**src/rtl/tx_retry_pkg.sv**
```systemverilog
// Shared types for the transmit retry controller.
// Assumes nothing beyond the states of the attempt sequencer.
package tx_retry_pkg;
    typedef enum logic [2:0] {
        ST_IDLE,
        ST_XMIT,
        ST_JAM,
        ST_BACKOFF,
        ST_RETRY,
        ST_ABORT,
        ST_HOLD
    } tx_state_e;
endpackage

```
**src/rtl/tx_bit_timer.sv**
```systemverilog
// Bit-time counter: clears on request, advances on each tick, saturates.
// Assumes clr has priority over tick.
module tx_bit_timer #(
    parameter int W = 10
) (
    input  logic         clk,
    input  logic         rst_n,
    input  logic         clr,
    input  logic         tick,
    output logic [W-1:0] count
);
    // count ticks since the last clear
    always_ff @(posedge clk) begin
        if (!rst_n || clr)
            count <= '0;
        else if (tick && count != {W{1'b1}})
            count <= count + 1'b1;
    end
endmodule

```
**src/rtl/tx_backoff_lfsr.sv**
```systemverilog
// Free-running Galois LFSR used to draw backoff slot counts.
// Assumes SEED is non-zero and TAPS is a maximal polynomial for W.
module tx_backoff_lfsr #(
    parameter int          W     = 16,
    parameter int          OUT_W = 10,
    parameter logic [W-1:0] SEED = 16'hACE1,
    parameter logic [W-1:0] TAPS = 16'hB400
) (
    input  logic             clk,
    input  logic             rst_n,
    output logic [OUT_W-1:0] rnd
);
    logic [W-1:0] sr;

    // advance the shift register every cycle
    always_ff @(posedge clk) begin
        if (!rst_n)
            sr <= SEED;
        else if (sr[0])
            sr <= (sr >> 1) ^ TAPS;
        else
            sr <= sr >> 1;
    end

    assign rnd = sr[OUT_W-1:0];
endmodule

```
**src/rtl/tx_status_reg.sv**
```systemverilog
// Frame status word and transmit interrupt flag, both cleared on read.
// Assumes a load in the same cycle as a read wins over the read.
module tx_status_reg #(
    parameter int CNT_W = 5
) (
    input  logic             clk,
    input  logic             rst_n,
    input  logic             load,
    input  logic             f_late,
    input  logic             f_rtry,
    input  logic [CNT_W-1:0] f_att,
    input  logic             rd,
    output logic [CNT_W+2:0] status,
    output logic             flag
);
    // capture frame result or clear on read
    always_ff @(posedge clk) begin
        if (!rst_n) begin
            status <= '0;
            flag   <= 1'b0;
        end else if (load) begin
            status <= {1'b1, f_late, f_rtry, f_att};
            flag   <= 1'b1;
        end else if (rd) begin
            status <= '0;
            flag   <= 1'b0;
        end
    end
endmodule

```
**src/rtl/tx_retry_ctrl.sv**
```systemverilog
// Transmit attempt sequencer: counts attempts, splits early from late
// collisions, jams, backs off, retries or aborts, and holds after abort
// until the status is read. Assumes sof marks the first preamble bit and
// that col and eof arrive only while an attempt is running.
module tx_retry_ctrl
    import tx_retry_pkg::*;
#(
    parameter int          MAX_ATTEMPTS  = 16,
    parameter int          LATE_BITS     = 512,
    parameter int          JAM_BITS      = 32,
    parameter int          SLOT_BITS     = 512,
    parameter int          BACKOFF_LIMIT = 10,
    parameter int          LFSR_W        = 16,
    parameter logic [LFSR_W-1:0] LFSR_SEED = 16'hACE1,
    localparam int CNT_W   = $clog2(MAX_ATTEMPTS + 1),
    localparam int STAT_W  = CNT_W + 3
) (
    input  logic              clk,
    input  logic              rst_n,
    input  logic              bit_tick,
    input  logic              sof,
    input  logic              col,
    input  logic              eof,
    input  logic              stat_rd,
    input  logic              int_mask,
    output logic              tx_req,
    output logic              jam_en,
    output logic              retry_req,
    output logic              abort,
    output logic [STAT_W-1:0] status,
    output logic              irq
);
    localparam int TMR_MAX = (LATE_BITS > JAM_BITS)
        ? ((LATE_BITS > SLOT_BITS) ? LATE_BITS : SLOT_BITS)
        : ((JAM_BITS > SLOT_BITS) ? JAM_BITS : SLOT_BITS);
    localparam int TMR_W  = $clog2(TMR_MAX + 1);
    localparam int SLOT_W = BACKOFF_LIMIT;

    tx_state_e          state, state_n;
    logic               late_q;
    logic [CNT_W-1:0]   att_q;
    logic [SLOT_W-1:0]  slot_q;
    logic [SLOT_W-1:0]  slot_mask;
    logic [SLOT_W-1:0]  rnd;
    logic [TMR_W-1:0]   tcnt;
    logic               tmr_clr;
    logic               col_late;
    logic               jam_last;
    logic               slot_last;
    logic               stat_load;
    logic               ld_late;
    logic               ld_rtry;
    logic               flag;

    tx_bit_timer #(.W(TMR_W)) u_timer (
        .clk   (clk),
        .rst_n (rst_n),
        .clr   (tmr_clr),
        .tick  (bit_tick),
        .count (tcnt)
    );

    tx_backoff_lfsr #(.W(LFSR_W), .OUT_W(SLOT_W), .SEED(LFSR_SEED)) u_lfsr (
        .clk   (clk),
        .rst_n (rst_n),
        .rnd   (rnd)
    );

    tx_status_reg #(.CNT_W(CNT_W)) u_stat (
        .clk    (clk),
        .rst_n  (rst_n),
        .load   (stat_load),
        .f_late (ld_late),
        .f_rtry (ld_rtry),
        .f_att  (att_q),
        .rd     (stat_rd),
        .status (status),
        .flag   (flag)
    );

    // timing comparisons against the shared bit timer
    assign col_late  = tcnt >= TMR_W'(LATE_BITS);
    assign jam_last  = bit_tick && (tcnt == TMR_W'(JAM_BITS - 1));
    assign slot_last = bit_tick && (tcnt == TMR_W'(SLOT_BITS - 1));

    // backoff window: low min(attempt, limit) bits of the random word
    generate
        for (genvar i = 0; i < SLOT_W; i++) begin : g_mask
            assign slot_mask[i] = (32'(att_q) > i);
        end
    endgenerate

    // next-state selection for the attempt sequence
    always_comb begin
        state_n = state;
        unique case (state)
            ST_IDLE:    if (sof) state_n = ST_XMIT;
            ST_XMIT:    if (col) state_n = ST_JAM;
                        else if (eof) state_n = ST_IDLE;
            ST_JAM:     if (jam_last) begin
                            if (late_q || att_q == CNT_W'(MAX_ATTEMPTS))
                                state_n = ST_ABORT;
                            else
                                state_n = ST_BACKOFF;
                        end
            ST_BACKOFF: if (slot_q == '0) state_n = ST_RETRY;
            ST_RETRY:   if (sof) state_n = ST_XMIT;
            ST_ABORT:   state_n = ST_HOLD;
            ST_HOLD:    if (stat_rd) state_n = ST_IDLE;
            default:    state_n = ST_IDLE;
        endcase
    end

    // timer restarts on every state change and at each slot boundary
    assign tmr_clr = (state_n != state) || (state == ST_BACKOFF && slot_last);

    // sequencer registers: state, attempt number, late flag, slots left
    always_ff @(posedge clk) begin
        if (!rst_n) begin
            state  <= ST_IDLE;
            att_q  <= '0;
            late_q <= 1'b0;
            slot_q <= '0;
        end else begin
            state <= state_n;
            if (state == ST_IDLE && sof) begin
                att_q  <= CNT_W'(1);
                late_q <= 1'b0;
            end
            if (state == ST_RETRY && sof)
                att_q <= att_q + 1'b1;
            if (state == ST_XMIT && col)
                late_q <= col_late;
            if (state == ST_JAM && jam_last)
                slot_q <= rnd & slot_mask;
            else if (state == ST_BACKOFF && slot_q != '0 && slot_last)
                slot_q <= slot_q - 1'b1;
        end
    end

    // outputs decoded from the sequencer state
    assign tx_req    = (state == ST_IDLE) || (state == ST_RETRY);
    assign jam_en    = (state == ST_JAM);
    assign retry_req = (state == ST_BACKOFF) && (slot_q == '0);
    assign abort     = (state == ST_ABORT);

    // status load on a clean end of frame or on abort
    assign stat_load = (state == ST_XMIT && !col && eof) || (state == ST_ABORT);
    assign ld_late   = (state == ST_ABORT) && late_q;
    assign ld_rtry   = (state == ST_ABORT) && !late_q;

    assign irq = flag && !int_mask;
endmodule

```
**config.mk**
```make
export PLATFORM = sky130hd
export DESIGN_NAME = tx_retry_ctrl
export DESIGN_NICKNAME = d
export VERILOG_FILES = /design/src/rtl/tx_retry_pkg.sv /design/src/rtl/tx_bit_timer.sv /design/src/rtl/tx_backoff_lfsr.sv /design/src/rtl/tx_status_reg.sv /design/src/rtl/tx_retry_ctrl.sv
export SDC_FILE = /design/constraint.sdc
export NUM_CORES = 1
export LEC_CHECK = 0
export ABC_AREA = 0
export BUFFER_PORTS_ARGS = -buffer_cell sky130_fd_sc_hd__buf_2
export CAP_MARGIN = 20
export CORE_UTILIZATION = 45
export CTS_CLUSTER_SIZE = 30
export DETAILED_ROUTE_END_ITERATION = 7
export PLACE_DENSITY = 0.67
export SKIP_LAST_GASP = 1
export SLEW_MARGIN = 20
export SYNTH_ARGS = -nofsm -noshare
export SYNTH_HDL_FRONTEND = slang
export SYNTH_SLANG_ARGS = --single-unit
```
**constraint.sdc**
```tcl
create_clock -name clk -period 6.4 [get_ports clk]
set_input_delay 0.32 -clock clk [delete_from_list [all_inputs] [get_ports clk]]
set_output_delay 0.32 -clock clk [all_outputs]
set_load 0.1 [all_outputs]
```
==> results by group <==
Power
  • Sequential cell fraction of total power: roughly 57%
  • Cell area power density: roughly 210 nW/um2
  • Max rail drop VDD: 0.151 mV
  • Static Leakage: ~0.0011 uW
  • Share of power burned in combinational logic: 8.6%
  • Cell internal pwr: about 440 uW
  • Fraction of power spent switching nets: between 20% and 30%
  • Overall power consumption: between 600 and 700 uW
  • Switching Power: around 160 uW
  • Clock power frac: 33.9%

Die
  • Rows: 27
  • Starting Density: 47.0%
  • Width of the chip: roughly 78 um
  • Die Y: around 78 um
  • Core Footprint: 5540 um2
  • Top-level I/O count: 21
  • Die area: 6090 um2

Routing
  • Wire length per cell: approximately 14 um
  • Final Routed Wirelength: about 5.5 mm
  • Routed via count divided by cell count: ~5.5
  • Residual DRC: 0
  • Iter 0 DRT Violations: between 150 and 200
  • First-pass detailed-route iteration total: 5
  • Total vias in the final route: 2148
  • Final antenna-violating net count: 0

Yosys
  • Post-Syn Area per Cell: between 8 and 9 um2
  • Net count after synthesis: between 300 and 400
  • Yosys top cell by area: dfxtp_1
  • Cell types with the largest area share after synthesis: dfxtp_1, nor2_1, a21oi_1
  • Summed instance area of the synthesized netlist: ~2600 um2
  • FFs w/ async S/R, synth: 0%
  • Most used standard cell by instance count after synthesis: dfxtp_1
  • Fraction of post-synthesis cell area in the top cell type by area: around two fifths
  • Total of warnings raised by yosys: 0
  • Synth unique cells: 50
  • Register area share after synthesis: approximately two fifths
  • Syn Inst Count: just over 300
  • Top cells by count, synth: dfxtp_1, nor2_1, nand2_1, a21oi_1
  • Number of enable-type register cells in the synthesized netlist: 0
  • Synth Flop Type: dfxtp_1
  • Seq cells post-synth: 53

Clocking
  • Insertion delay to the later sink of the worst-skew pair: around 320 ps
  • Clock tree from TritonCTS: built
  • Hold_buf cts: 0
  • Total clock sinks: 53
  • Clk slew on worst S/H paths: between 100 and 150 ps
  • TritonCTS Buffers: 5
  • Post-CTS setup buffer count: 0
  • CTS HTree Levels: 2
  • Cells resized by post-CTS repair: 0
  • Max clock buf depth: 2
  • Clk Tree Root Cell: clkbuf_8

Setup path
  • Category of the critical setup timing path: register to output port
  • Minimum setup slack among reg-to-reg paths: 3680 ps
  • Largest fanout of any net on the critical path: 6
  • Worst Path Required: 6080 ps
  • Critical path data arrival time: 2420 ps
  • Sort of element at the end of the critical path: output port
  • Startpoint kind of the worst setup timing path: register

Timing
  • Final Hold Violating Endpoints: 0
  • Maximum clock skew at final layout: 9.63 ps
  • Final setup violation count: 0
  • Final min period: around 2700 ps
  • Worst-Margin Slew: just under 800 ps
  • Max Fclk: around 0.37 GHz
  • Final total negative setup slack: 0 ps
  • Max-slew violation total from the final report: 0
  • RSZ-0062 raised after global routing: false
  • Final period util: 42.8%
  • Worst rel slew slack: between 40% and 50%

Place
  • Half-perimeter wire length after placement: 3.82 mm
  • I/O Buffers: 20
  • Weighted congestion reported at the end of routability-driven placement: approximately 0.81

GRT
  • Peak-usage layer in the global routing report: met2
  • Maximum number of pins on one net before global-route repair: 26
  • Number of global-route vias before repair: approximately 2000
  • Global Route met1 Usage: around a quarter
  • GR Layer Usage met2: 29.1%
  • First-pass GRT wire length: between 9 and 10 mm
  • Met3 track demand over resource in global routing: approximately 4.0%
  • Total congestion overflow: 0
  • Initial antenna violation count: 0
  • Global router's overall resource usage: between 15 and 20%

Cells and area
  • Proportion of layout cells with a drive suffix above 1: approximately 12%
  • Nets: between 300 and 400
  • Util after Layout: roughly half
  • Area growth from synthesis to final layout: 8.75%
  • Final antenna diode count: 0

Job
  • Max-cap violations: 0

Worst hold path
  • Worst hold path type: input pin to register

Run status
  • Result of the run: finished, final reports clean
power groups by stage:
stage	Sequential, uW	Clock [uW]	Combinational (uW)
6_report	347	204	51.9
5_1_grt	349	226	57.1
4_1_cts	347	212	52.1
3_5_place_dp	355	0	51.6
3_3_place_gp	354	0	51.5
2_1_floorplan	352	0	41.9
worst max-delay path, stage by stage, from the launching register on:
cell     delay [ps]
dfxtp_1         350
inv_1           100
ha_1            180
or3b_2          520
nor4_1          430
buf_2           520
cell families after synthesis:
group | after synthesis | share of synthesized area, %
fa+ha+maj | 7 | 3.37
compound gates | 67 | 17.2
flops | 53 | 40.8
mux | 3 | 1.15
simple gates | 130 | 27.2
buf+inv | 29 | 4.62
xor+xnor | 17 | 5.72
placed cells by master, fill, tap and decap left out, types with 4 or more instances in the layout:
cell / n
nand3_1: 12
clkbuf_8: 5
nand4_1: 7
nor2b_1: 5
dfxtp_1: 53
o21ai_0: 13
inv_1: 13
ha_1: 7
a21oi_1: 19
xnor2_1: 7
buf_2: 20
xor2_1: 10
a31oi_1: 7
and2_1: 8
nor3_1: 10
nor4_1: 4
a211oi_1: 8
nor2_1: 32
and3_1: 5
nand2_1: 21
nand2b_1: 7
state kept, by name, summed over array words and instances, names as in the netlist:
| register | count |
|---|---|
| late_q | 1 |
| att_q | 5 |
| u_timer.count | 10 |
| state | 3 |
| slot_q | 10 |
| u_stat.status | 7 |
| u_stat.flag | 1 |
| u_lfsr.sr | 16 |
metrics by stage:
| step | cells | hold WS, ps | setup WS (ps) | instance area (um2) |
|---|---|---|---|---|
| final | 392 | 335 | 3660 | 2830 |
| after global routing | 392 | 341 | 3440 | 2830 |
| after CTS | 392 | 331 | 3650 | 2830 |
| after detailed placement | 384 | 416 | 3720 | 2730 |
| after global placement | 384 | 396 | 3830 | 2730 |
| after floorplan | 306 | 386 | 1990 | 2600 |
cell type report:
type                    instances  area [um2]
clock buffers                   5        68.8
clock inverters                 3        28.8
fillers                       535        2710
inverters                      14        52.6
multi-input cells             224        1420
flip-flops and latches         53        1060
well taps                      72        90.1
repair buffers                 21         108
routing by layer:
metal | share of wire (%) | up-vias
li1 | - | 1109
met1 | 51 | 992
met2 | 44 | 40
met3 | 3.3 | 7
met4 | 1.4 | 0
met5 | 0 | -
final timing paths:
check,from,to,cells past startpoint
worst max-delay path,slot_q[0],retry_req,5
worst min-delay path,rst_n,u_lfsr.sr[13],2
worst min register to register,u_lfsr.sr[12],u_lfsr.sr[11],1
worst max register to register,state[1],u_timer.count[6],5
(Power assumes the default switching activity.)
